<file path="src/rtl/audio_route_pkg.sv">
// Shared constants for the routing controller: source bit positions and the
// select vector type. Assumes exactly three sources: mono, left and right.
package audio_route_pkg;
    localparam int NSRC    = 3;
    localparam int SRC_M   = 0;
    localparam int SRC_L   = 1;
    localparam int SRC_R   = 2;
    localparam int CODE_W  = 4;
    typedef logic [NSRC-1:0] src_vec_t;
endpackage

</file>
<file path="src/rtl/route_decode.sv">
// Combinational decode of the routing code, the bypass request and the right
// mute into summer selects, output-stage requests and gain amplifier enables.
// Assumes that power gating and registering are done by the parent.
module route_decode
    import audio_route_pkg::*;
(
    input  logic [CODE_W-1:0] code,
    input  logic              bypass,
    input  logic              rmute,
    input  logic              save,
    output src_vec_t          spk_s,
    output src_vec_t          hpl_s,
    output src_vec_t          hpr_s,
    output src_vec_t          gain_s,
    output logic [3:0]        stage_s
);
    logic spk_m, spk_st, hp_m, hp_st;
    src_vec_t used;

    // Split the code into its four route requests; a bypass request masks them all.
    always_comb begin
        spk_m  = code[0] & ~bypass;
        spk_st = code[1] & ~bypass;
        hp_m   = code[2] & ~bypass;
        hp_st  = code[3] & ~bypass;
    end

    // Build the source selects for each summer.
    always_comb begin
        spk_s = '0;
        hpl_s = '0;
        hpr_s = '0;
        spk_s[SRC_M] = spk_m;
        spk_s[SRC_L] = spk_st;
        spk_s[SRC_R] = spk_st;
        hpl_s[SRC_M] = hp_m;
        hpl_s[SRC_L] = hp_st;
        hpr_s[SRC_M] = hp_m & ~rmute;
        hpr_s[SRC_R] = hp_st & ~rmute;
    end

    // Output stage requests in the order {bypass, hpr, hpl, spk}.
    always_comb begin
        stage_s[0] = spk_m | spk_st;
        stage_s[1] = hp_m | hp_st;
        stage_s[2] = (hp_m | hp_st) & ~rmute;
        stage_s[3] = bypass;
    end

    // A source counts as used when any enabled output selects it.
    assign used = spk_s | hpl_s | hpr_s;

    // Per-source gain enable: everything stays on unless power-save is set.
    for (genvar g = 0; g < NSRC; g++) begin : g_gain
        assign gain_s[g] = save ? used[g] : 1'b1;
    end
endmodule

</file>
<file path="src/rtl/startup_timer.sv">
// Counts millisecond ticks after power comes on and raises ready once the
// selected delay has elapsed. The speed bit is captured only while power is
// off. Assumes that ms_tick is a one-cycle pulse.
module startup_timer #(
    parameter int NORMAL_MS = 27,
    parameter int FAST_MS   = 15
) (
    input  logic clk,
    input  logic rst_n,
    input  logic pwr,
    input  logic fast,
    input  logic tick,
    output logic rdy
);
    localparam int CW = $clog2(NORMAL_MS + 1);
    localparam logic [CW-1:0] NORM_T = CW'(NORMAL_MS);
    localparam logic [CW-1:0] FAST_T = CW'(FAST_MS);

    logic [CW-1:0] cnt_q, tgt_q;

    // Capture the target while off; count ticks while on until ready.
    always_ff @(posedge clk) begin
        if (!rst_n) begin
            cnt_q <= '0;
            tgt_q <= NORM_T;
            rdy   <= 1'b0;
        end else if (!pwr) begin
            cnt_q <= '0;
            tgt_q <= fast ? FAST_T : NORM_T;
            rdy   <= 1'b0;
        end else if (!rdy && tick) begin
            if (cnt_q == tgt_q - 1'b1) rdy <= 1'b1;
            else                       cnt_q <= cnt_q + 1'b1;
        end
    end
endmodule

</file>
<file path="src/rtl/audio_route_ctrl.sv">
// Top of the routing and power-mode controller. It registers the decoded
// selects and gain enables under global power, and gates the output-stage
// enables with the turn-on ready flag. Every output lags its inputs by one clock.
module audio_route_ctrl
    import audio_route_pkg::*;
#(
    parameter int NORMAL_MS = 27,
    parameter int FAST_MS   = 15
) (
    input  logic        clk,
    input  logic        rst_n,
    input  logic [3:0]  route_code,
    input  logic        bypass_req,
    input  logic        hpr_mute,
    input  logic        gain_save,
    input  logic        power_on,
    input  logic        fast_start,
    input  logic        ms_tick,
    output logic [2:0]  spk_sel,
    output logic [2:0]  hpl_sel,
    output logic [2:0]  hpr_sel,
    output logic [2:0]  gain_en,
    output logic        spk_en,
    output logic        hpl_en,
    output logic        hpr_en,
    output logic        byp_en,
    output logic        ready
);
    src_vec_t   spk_d, hpl_d, hpr_d, gain_d;
    logic [3:0] stage_d, stage_q;
    src_vec_t   spk_q, hpl_q, hpr_q, gain_q;

    route_decode u_dec (
        .code    (route_code),
        .bypass  (bypass_req),
        .rmute   (hpr_mute),
        .save    (gain_save),
        .spk_s   (spk_d),
        .hpl_s   (hpl_d),
        .hpr_s   (hpr_d),
        .gain_s  (gain_d),
        .stage_s (stage_d)
    );

    startup_timer #(.NORMAL_MS(NORMAL_MS), .FAST_MS(FAST_MS)) u_tmr (
        .clk   (clk),
        .rst_n (rst_n),
        .pwr   (power_on),
        .fast  (fast_start),
        .tick  (ms_tick),
        .rdy   (ready)
    );

    // Register the decoded state, cleared whenever global power is off.
    always_ff @(posedge clk) begin
        if (!rst_n || !power_on) begin
            spk_q   <= '0;
            hpl_q   <= '0;
            hpr_q   <= '0;
            gain_q  <= '0;
            stage_q <= '0;
        end else begin
            spk_q   <= spk_d;
            hpl_q   <= hpl_d;
            hpr_q   <= hpr_d;
            gain_q  <= gain_d;
            stage_q <= stage_d;
        end
    end

    // Drive the ports; output stages wait for the turn-on delay.
    always_comb begin
        spk_sel = spk_q;
        hpl_sel = hpl_q;
        hpr_sel = hpr_q;
        gain_en = gain_q;
        spk_en  = stage_q[0] & ready;
        hpl_en  = stage_q[1] & ready;
        hpr_en  = stage_q[2] & ready;
        byp_en  = stage_q[3] & ready;
    end
endmodule

</file>
<file path="config.mk">
export PLATFORM = sky130hd
export DESIGN_NAME = audio_route_ctrl
export DESIGN_NICKNAME = d
export VERILOG_FILES = /design/src/rtl/audio_route_pkg.sv /design/src/rtl/route_decode.sv /design/src/rtl/startup_timer.sv /design/src/rtl/audio_route_ctrl.sv
export SDC_FILE = /design/constraint.sdc
export NUM_CORES = 1
export LEC_CHECK = 0
export ABC_AREA = 1
export ABC_CLOCK_PERIOD_IN_PS = 1120
export CAP_MARGIN = 5
export CORE_ASPECT_RATIO = 1.1
export CORE_MARGIN = 4
export CORE_UTILIZATION = 39
export CTS_CLUSTER_DIAMETER = 80
export DETAILED_ROUTE_END_ITERATION = 12
export GPL_TIMING_DRIVEN = 0
export PLACE_DENSITY = 0.74
export SLEW_MARGIN = 30
export SYNTH_ARGS = -nofsm -noshare
export SYNTH_HDL_FRONTEND = slang
export SYNTH_SLANG_ARGS = --single-unit
</file>
<file path="constraint.sdc">
create_clock -name clk -period 1.12 [get_ports clk]
set_input_delay 0.224 -clock clk [delete_from_list [all_inputs] [get_ports clk]]
set_output_delay 0.224 -clock clk [all_outputs]
set_load 0.03 [all_outputs]
</file>
# Word level (Yosys, flattened, before mapping)
# Index checks and enable logic that the tools add are counted.
# classes
n_addsub,2
n_mux,4
bitwise_logic,18
eq_ne,1
n_reduce_logical,8
# op_table
operator,n
bitwise AND 1 bit,11
AND reduction 2 bit,3
adder 5 x 1 -> 5 bit (second input constant),1
== test 5 bit,1
2-to-1 mux 5 bit,1
subtractor 5 x 1 -> 5 bit (second input constant),1
zero test 1 bit,3
2-to-1 mux 1 bit,3
inverter 1 bit,3
OR 3 x 2 -> 3 bit,1
OR 3 bit,1
OR 1 bit,2
logical AND 1 bit,1
logical OR 1 bit,1
# word_totals
word_cells,43
ff_bits,26
input_bits,12

# Depth between registers and ports, before layout
# Gate-level depths: netlist of the first run.
# depth
word_depth,5
mapped_depth,8
mapped_depth_nobuf,8

# Cells and area by module
# Synthesis of the first run repeated with hierarchy kept, for this count alone.
# hier_totals
hier_cells,149
area_unflattened_um2,1088.5
# modules_own_cells
mod,seq_area_each_um2,cells_per_inst,instances,area_per_inst_um2
audio_route_ctrl,320.3,58,1,518.0
startup_timer,160.2,59,1,410.4
route_decode,0.0,32,1,160.2

# Worst setup path before layout of the first run
# Ideal clock, no wire load.
# synth_path
path_kind,register to register
start,reg u_tmr.cnt_q[0]
end,reg u_tmr.cnt_q[4]
period_less_slack_ns,1.136
stages_incl_launch_ff,8
setup_slack_ns,-0.016
arrival_time_ns,1.021
path_cell_list,dfxtp_1 inv_1 ha_1 nand2_1 a21oi_4 nand3_4 a21oi_1 nor2_1
# synth_via
elab_chain_cells,3
# synth_lines
item,line,text
from (decl),startup_timer.sv:19,"logic [CW-1:0] cnt_q, tgt_q;"
from (signal assigned),startup_timer.sv:33,else cnt_q <= cnt_q + 1'b1;
"parallel branches: the longest is 3 deep, another holds adder 5 x 1 -> 5 bit",n/a,
# Several ways; the timed one is not identified.
# A chain may end at the register's enable or synchronous reset.

# Final worst setup path of the first run
# Same ends and word-level chain as after synthesis.

==> results of run 1 <==
power groups by stage:
| stage | sequential, W | clock [W] | combinational [W] |
|---|---|---|---|
| final | 0.000779 | 0.000343 | 0.000200 |
| after floorplan | 0.000824 | 0 | 0.0000935 |
| after detailed placement | 0.000803 | 0 | 0.000197 |
| after CTS | 0.000780 | 0.000357 | 0.000200 |
| after global placement | 0.000802 | 0 | 0.000195 |
| after global routing | 0.000784 | 0.000397 | 0.000220 |
routing by layer:
layer  vias to the layer above  track usage [%]  wire length (um)
met3                         2            4.627               124
met4                         0            5.474                16
met5                         -                0                 0
li1                        413                -                 -
met1                       367            14.79               737
met2                        16            24.47               934
state kept, by name (all words and copies together) (netlist names):
name	cells
hpr_sel	2
stage_q	4
hpl_sel	2
u_tmr.rdy	1
u_tmr.tgt_q	2
gain_en	3
u_tmr.cnt_q	5
spk_sel	2
metrics by stage:
stage	instance area, um^2	hold WS (ps)	utilization (%)
after floorplan	899.6	296.8	-
after global placement	1195	473.9	57.91
after detailed placement	1195	484.2	57.91
after CTS	1221	498.1	59.19
after global routing	1260	520.7	61.07
final	1260	501.3	61.07
worst max-delay path by stage:
stage | endpoint | cells past startpoint
after floorplan | u_tmr.cnt_q[1]$_SDFFE_PN0P_ | 7
after global placement | hpr_en | 3
after detailed placement | hpl_en | 3
after CTS | u_tmr.cnt_q[4]$_SDFFE_PN0P_ | 7
after global routing | u_tmr.cnt_q[4]$_SDFFE_PN0P_ | 7
final | u_tmr.cnt_q[4]$_SDFFE_PN0P_ | 7
cell type report:
type	instances	area, um^2
clock buffers	4	26.28
flip-flops and latches	21	432.9
repair buffers	28	237.7
plain buffers	3	20.02
fillers	192	803.3
multi-input cells	68	420.4
inverters	23	87.58
well taps	28	35.03
worst max-delay path: stages, from the launching register on:
cell     delay (ps)
dfxtp_4         370
buf_4           100
ha_1            160
nand4_1         140
nor2_2          170
nand3_2          90
nand2_1          60
nor2_1           40
cell families (layout without fill, tap and decap cells):
family	count (synthesis)	in the layout	share of synthesized area (%)
buf+inv	27	58	13.16
other cells	1	2	0.4288
compound gates	13	13	9.013
simple gates	50	51	26.47
flops	21	21	48.07
fa+ha+maj	2	2	2.861
layout by cell type, fill, tap and decap left out, drive strengths merged:
| cell | count |
|---|---|
| a21oi | 9 |
| a31oi | 2 |
| buf | 20 |
| clkbuf | 4 |
| clkdlybuf4s50 | 11 |
| clkinv | 1 |
| conb | 2 |
| dfxtp | 21 |
| ha | 2 |
| inv | 22 |
| nand2 | 19 |
| nand3 | 7 |
| nand4 | 2 |
| nor2 | 18 |
| nor3 | 3 |
| o21ai | 2 |
| or2 | 2 |
timing repair:
| item | CTS | global route |
|---|---|---|
| setup buffers | 2 | 0 |
| cloned | 1 | 0 |
| resized for setup | 91 | 18 |
| endpoints found under the setup margin | 20 | 13 |
| hold endpoints to repair | 0 | 0 |
| pin swaps | 0 | 5 |
==> run metrics, run 1 <==
status=complete, but fails checks; failing checks=negative setup slack; fin crit period=1240 ps; vias in the first global route=790; synthesized area=874.6 um^2; hold-fix buffers at CTS=0; CTS root buf=clkbuf_4; global-route wire length before repair=3.201 mm; Final Total Pwr=0.001323 W; CP endpoint kind=flip-flop; largest net degree at the start of global routing=12; Worst R2R Setup Slack=-120 ps; placed cell count=169; Hold Path Stages=3; top cell type's share of synthesized area=48.07%; Clock power frac=26.0%; DRC errors left=0; synth warn=0; starting DRC count in detailed routing=8; Final nets=162; combinational share of power=15.1%; clock buffer count from CTS=3; Avg Inst Size Synth=7.672 um^2; Die Wd=53.15 um; maximum vdd ir drop=0.0009788 V; Clock Skew=2.505 ps; share of cells above drive strength 1=38.10%; GR Util All Layers=13.82%; number of flops mapped to enable cells by yosys=0; Avg WL per Cell=10.35 um; async set or reset register ratio after synthesis=0%; #FFs+latches synth=21; Finished Layout Cells=175; # clock sinks=21; Clock Pin Slew Worst Setup and Hold Paths=110 ps; core area=2063 um^2; Max clock buf depth=2; fin crit share=110.7%; dpl hpwl=1.349 mm; Post-synth top cells=21 x dfxtp_1, 18 x inv_1, 18 x nand2_1, 18 x nor2_1, 8 x a21oi_1; final wirelength=1.812 mm; Final TNS setup=-693.5 ps; area leader, netlist=dfxtp_1; pwr dens=1050 nW/um^2; antenna-violating nets left=0; Seq pwr share=58.9%; Top FF cell, synth=dfxtp_1; Seq/Total Area, Yosys=48.07%; maximum net fanout on the critical path=3; Syn Inst Count=114; Setup crit start=u_tmr.cnt_q[0]$_SDFFE_PN0P_; Rows=17; kind of critical path=flip-flop to flip-flop; Initial Util=42.39%; Skew-Pair Late Insertion Delay=290 ps; GRT overflow=0; RR Startpoint=u_tmr.cnt_q[0]$_SDFFE_PN0P_; Reg2Reg Depth=7; ANT cells=0; CP Launch Type=flip-flop; CP arrival=1440 ps; switching pwr=0.0003311 W; Final Max Slew Viols=0; RR Endpoint=u_tmr.cnt_q[4]$_SDFFE_PN0P_; Die Area=3065 um^2; I/O pins=29; initial antenna violation count=0; CP required=1320 ps; # H-tree levels=1; sw frac=25.03%; worst slack, placed=-339.4 ps; most common cell in the synthesized netlist=dfxtp_1; count of final hold-check violations=0; Area contributors post-synth=dfxtp_1 48%, inv_1 7.7%, nand2_1 7.7%; highest clock rate=0.8064 GHz; Hold EP=spk_sel[0]$_SDFF_PN0_; Leakage=0.5975 nW; via count=798; maxcap violations=0; Detailed Routing Iterations Pass 1=3; final setup fails=10; Hold WC Path Type=primary input to flip-flop; TritonCTS clock tree=yes; fin worst setup slack=-120.1 ps; min-delay src=route_code[0]; port bufs=26; P&R area growth vs syn=44.06%; die height=57.67 um; RSZ-0062 raised after global routing=true; global placement routability congestion=0.6837; count of cell types in the netlist=22; vias per inst=4.560; internal power=0.0009919 W
Note: power is estimated with default switching activity, not from simulation.
==> run 2, diff against run 1 <==
--- a/config.mk
+++ b/config.mk
@@ -10,11 +10,12 @@
 export CAP_MARGIN = 5
 export CORE_ASPECT_RATIO = 1.1
 export CORE_MARGIN = 4
-export CORE_UTILIZATION = 39
+export CORE_UTILIZATION = 42
+export CTS_BUF_LIST = sky130_fd_sc_hd__clkbuf_2 sky130_fd_sc_hd__clkbuf_4 sky130_fd_sc_hd__clkbuf_8
 export CTS_CLUSTER_DIAMETER = 80
 export DETAILED_ROUTE_END_ITERATION = 12
 export GPL_TIMING_DRIVEN = 0
-export PLACE_DENSITY = 0.74
+export PLACE_DENSITY = 0.78
 export SLEW_MARGIN = 30
 export SYNTH_ARGS = -nofsm -noshare
 export SYNTH_HDL_FRONTEND = slang
==> run 2 against run 1 <==
Flip-flop and latch count is the same. Clock power up 9.9%. Highest routed layer unchanged. The run still ends with negative setup slack left. Register-to-register slack worse by 50 ps.
==> run metrics, run 2 (same netlist as run 1, synthesis figures left out) <==
Avg WL per Cell=11.09 um; CP Launch Type=flip-flop; Clock Pin Slew Worst Setup and Hold Paths=120 ps; final wirelength=1.951 mm; global-route wire length before repair=3.215 mm; CP arrival=1530 ps; commonest cells after routing, fill and taps aside=17 x nor2_1, 17 x dfxtp_1, 13 x inv_1; maximum net fanout on the critical path=5; vias in the first global route=822; Leakage=0.5988 nW; pwr dens=1057 nW/um^2; worst slack, placed=-323.9 ps; Final Max Slew Viols=0; CP endpoint kind=flip-flop; largest net degree at the start of global routing=14; vias per inst=4.676; ANT cells=0; die height=55.86 um; highest clock rate=0.7770 GHz; Final TNS setup=-913.0 ps; antenna-violating nets left=0; clock buffer count from CTS=3; maxcap violations=0; count of final hold-check violations=0; final setup fails=10; TritonCTS clock tree=yes; CTS root buf=clkbuf_4; RSZ-0062 raised after global routing=true; GR Util All Layers=13.94%; core area=1999 um^2; DRC errors left=0; Skew-Pair Late Insertion Delay=300 ps; share of cells above drive strength 1=40.54%; port bufs=26; Detailed Routing Iterations Pass 1=4; P&R area growth vs syn=48.21%; GRT overflow=0; Rows=17; Final nets=163; initial antenna violation count=0; Initial Util=43.74%; Largest register FFs=5; hold-fix buffers at CTS=0; Largest Register=u_tmr.cnt_q; # H-tree levels=1; failing checks=negative setup slack; maximum vdd ir drop=0.001062 V; Max clock buf depth=2; dpl hpwl=1.366 mm; kind of critical path=flip-flop to flip-flop; fin crit share=114.9%; global placement routability congestion=0.7853; via count=823; Final Total Pwr=0.001371 W; Die Area=2877 um^2; I/O pins=29; CP required=1360 ps; fin worst setup slack=-167.0 ps; starting DRC count in detailed routing=4; Clock Skew=0.7198 ps; Hold WC Path Type=flip-flop to flip-flop; Worst Hold Margin=507.3 ps; Die Wd=51.51 um; status=complete, but fails checks; fin crit period=1287 ps; # clock sinks=21
## run 2: timing repair
action	4_1_cts	5_1_grt
pin swaps	1	8
setup endpoints to repair	20	13
gates resized for setup	95	20
cloned	1	0
setup buffers	2	0
## run 2: per-layer routing
metal | track usage (%) | routed length, um | vias up
li1 | - | - | 415
met1 | 13.53 | 668 | 378
met2 | 25.27 | 1075 | 26
met3 | 7.775 | 186 | 4
met4 | 2.622 | 21 | 0
met5 | 0 | 0 | -
## run 2: cell type report
type | count | area, um^2
sequential | 21 | 432.9
multi-input combinational | 68 | 432.9
buffer | 4 | 31.28
clock inverter | 1 | 7.507
tap | 28 | 35.03
clock buffer | 3 | 22.52
inverter | 23 | 90.09
fill | 183 | 703.2
timing repair buffer | 28 | 244.0
## run 2: worst max-delay path, stage by stage (launching register included)
cell	delay [ps]
dfxtp_4	410
ha_4	150
nand2_4	50
a21oi_4	200
nand3_4	140
nand3_1	120
nand2_1	70
nor2_1	80
## run 2: through the flow
| step | std cells | instance area, um^2 | util, % |
|---|---|---|---|
| 3_5_place_dp | 169 | 1195 | 59.76 |
| 4_1_cts | 176 | 1231 | 61.58 |
| 2_1_floorplan | 115 | 899.6 | - |
| 6_report | 176 | 1296 | 64.83 |
| 3_3_place_gp | 169 | 1195 | 59.76 |
| 5_1_grt | 176 | 1296 | 64.83 |
## run 2: worst paths after layout
kind,start,to,slack (ps),cells after the start
worst max register to register,u_tmr.cnt_q[1]$_SDFFE_PN0P_,u_tmr.cnt_q[1]$_SDFFE_PN0P_,-170,7
worst min register to register,u_tmr.tgt_q[2]$_SDFFE_PN0N_,u_tmr.tgt_q[2]$_SDFFE_PN0N_,510,2
worst max-delay path,u_tmr.cnt_q[1]$_SDFFE_PN0P_,u_tmr.cnt_q[1]$_SDFFE_PN0P_,-170,7
worst min-delay path,u_tmr.tgt_q[2]$_SDFFE_PN0N_,u_tmr.tgt_q[2]$_SDFFE_PN0N_,510,2
## run 2: report_power, final
| group | switching, W | total [W] | internal, W |
|---|---|---|---|
| Sequential | 0.0000133 | 0.000782 | 0.000768 |
| Combinational | 0.000122 | 0.000212 | 0.0000903 |
| Clock | 0.000241 | 0.000377 | 0.000136 |
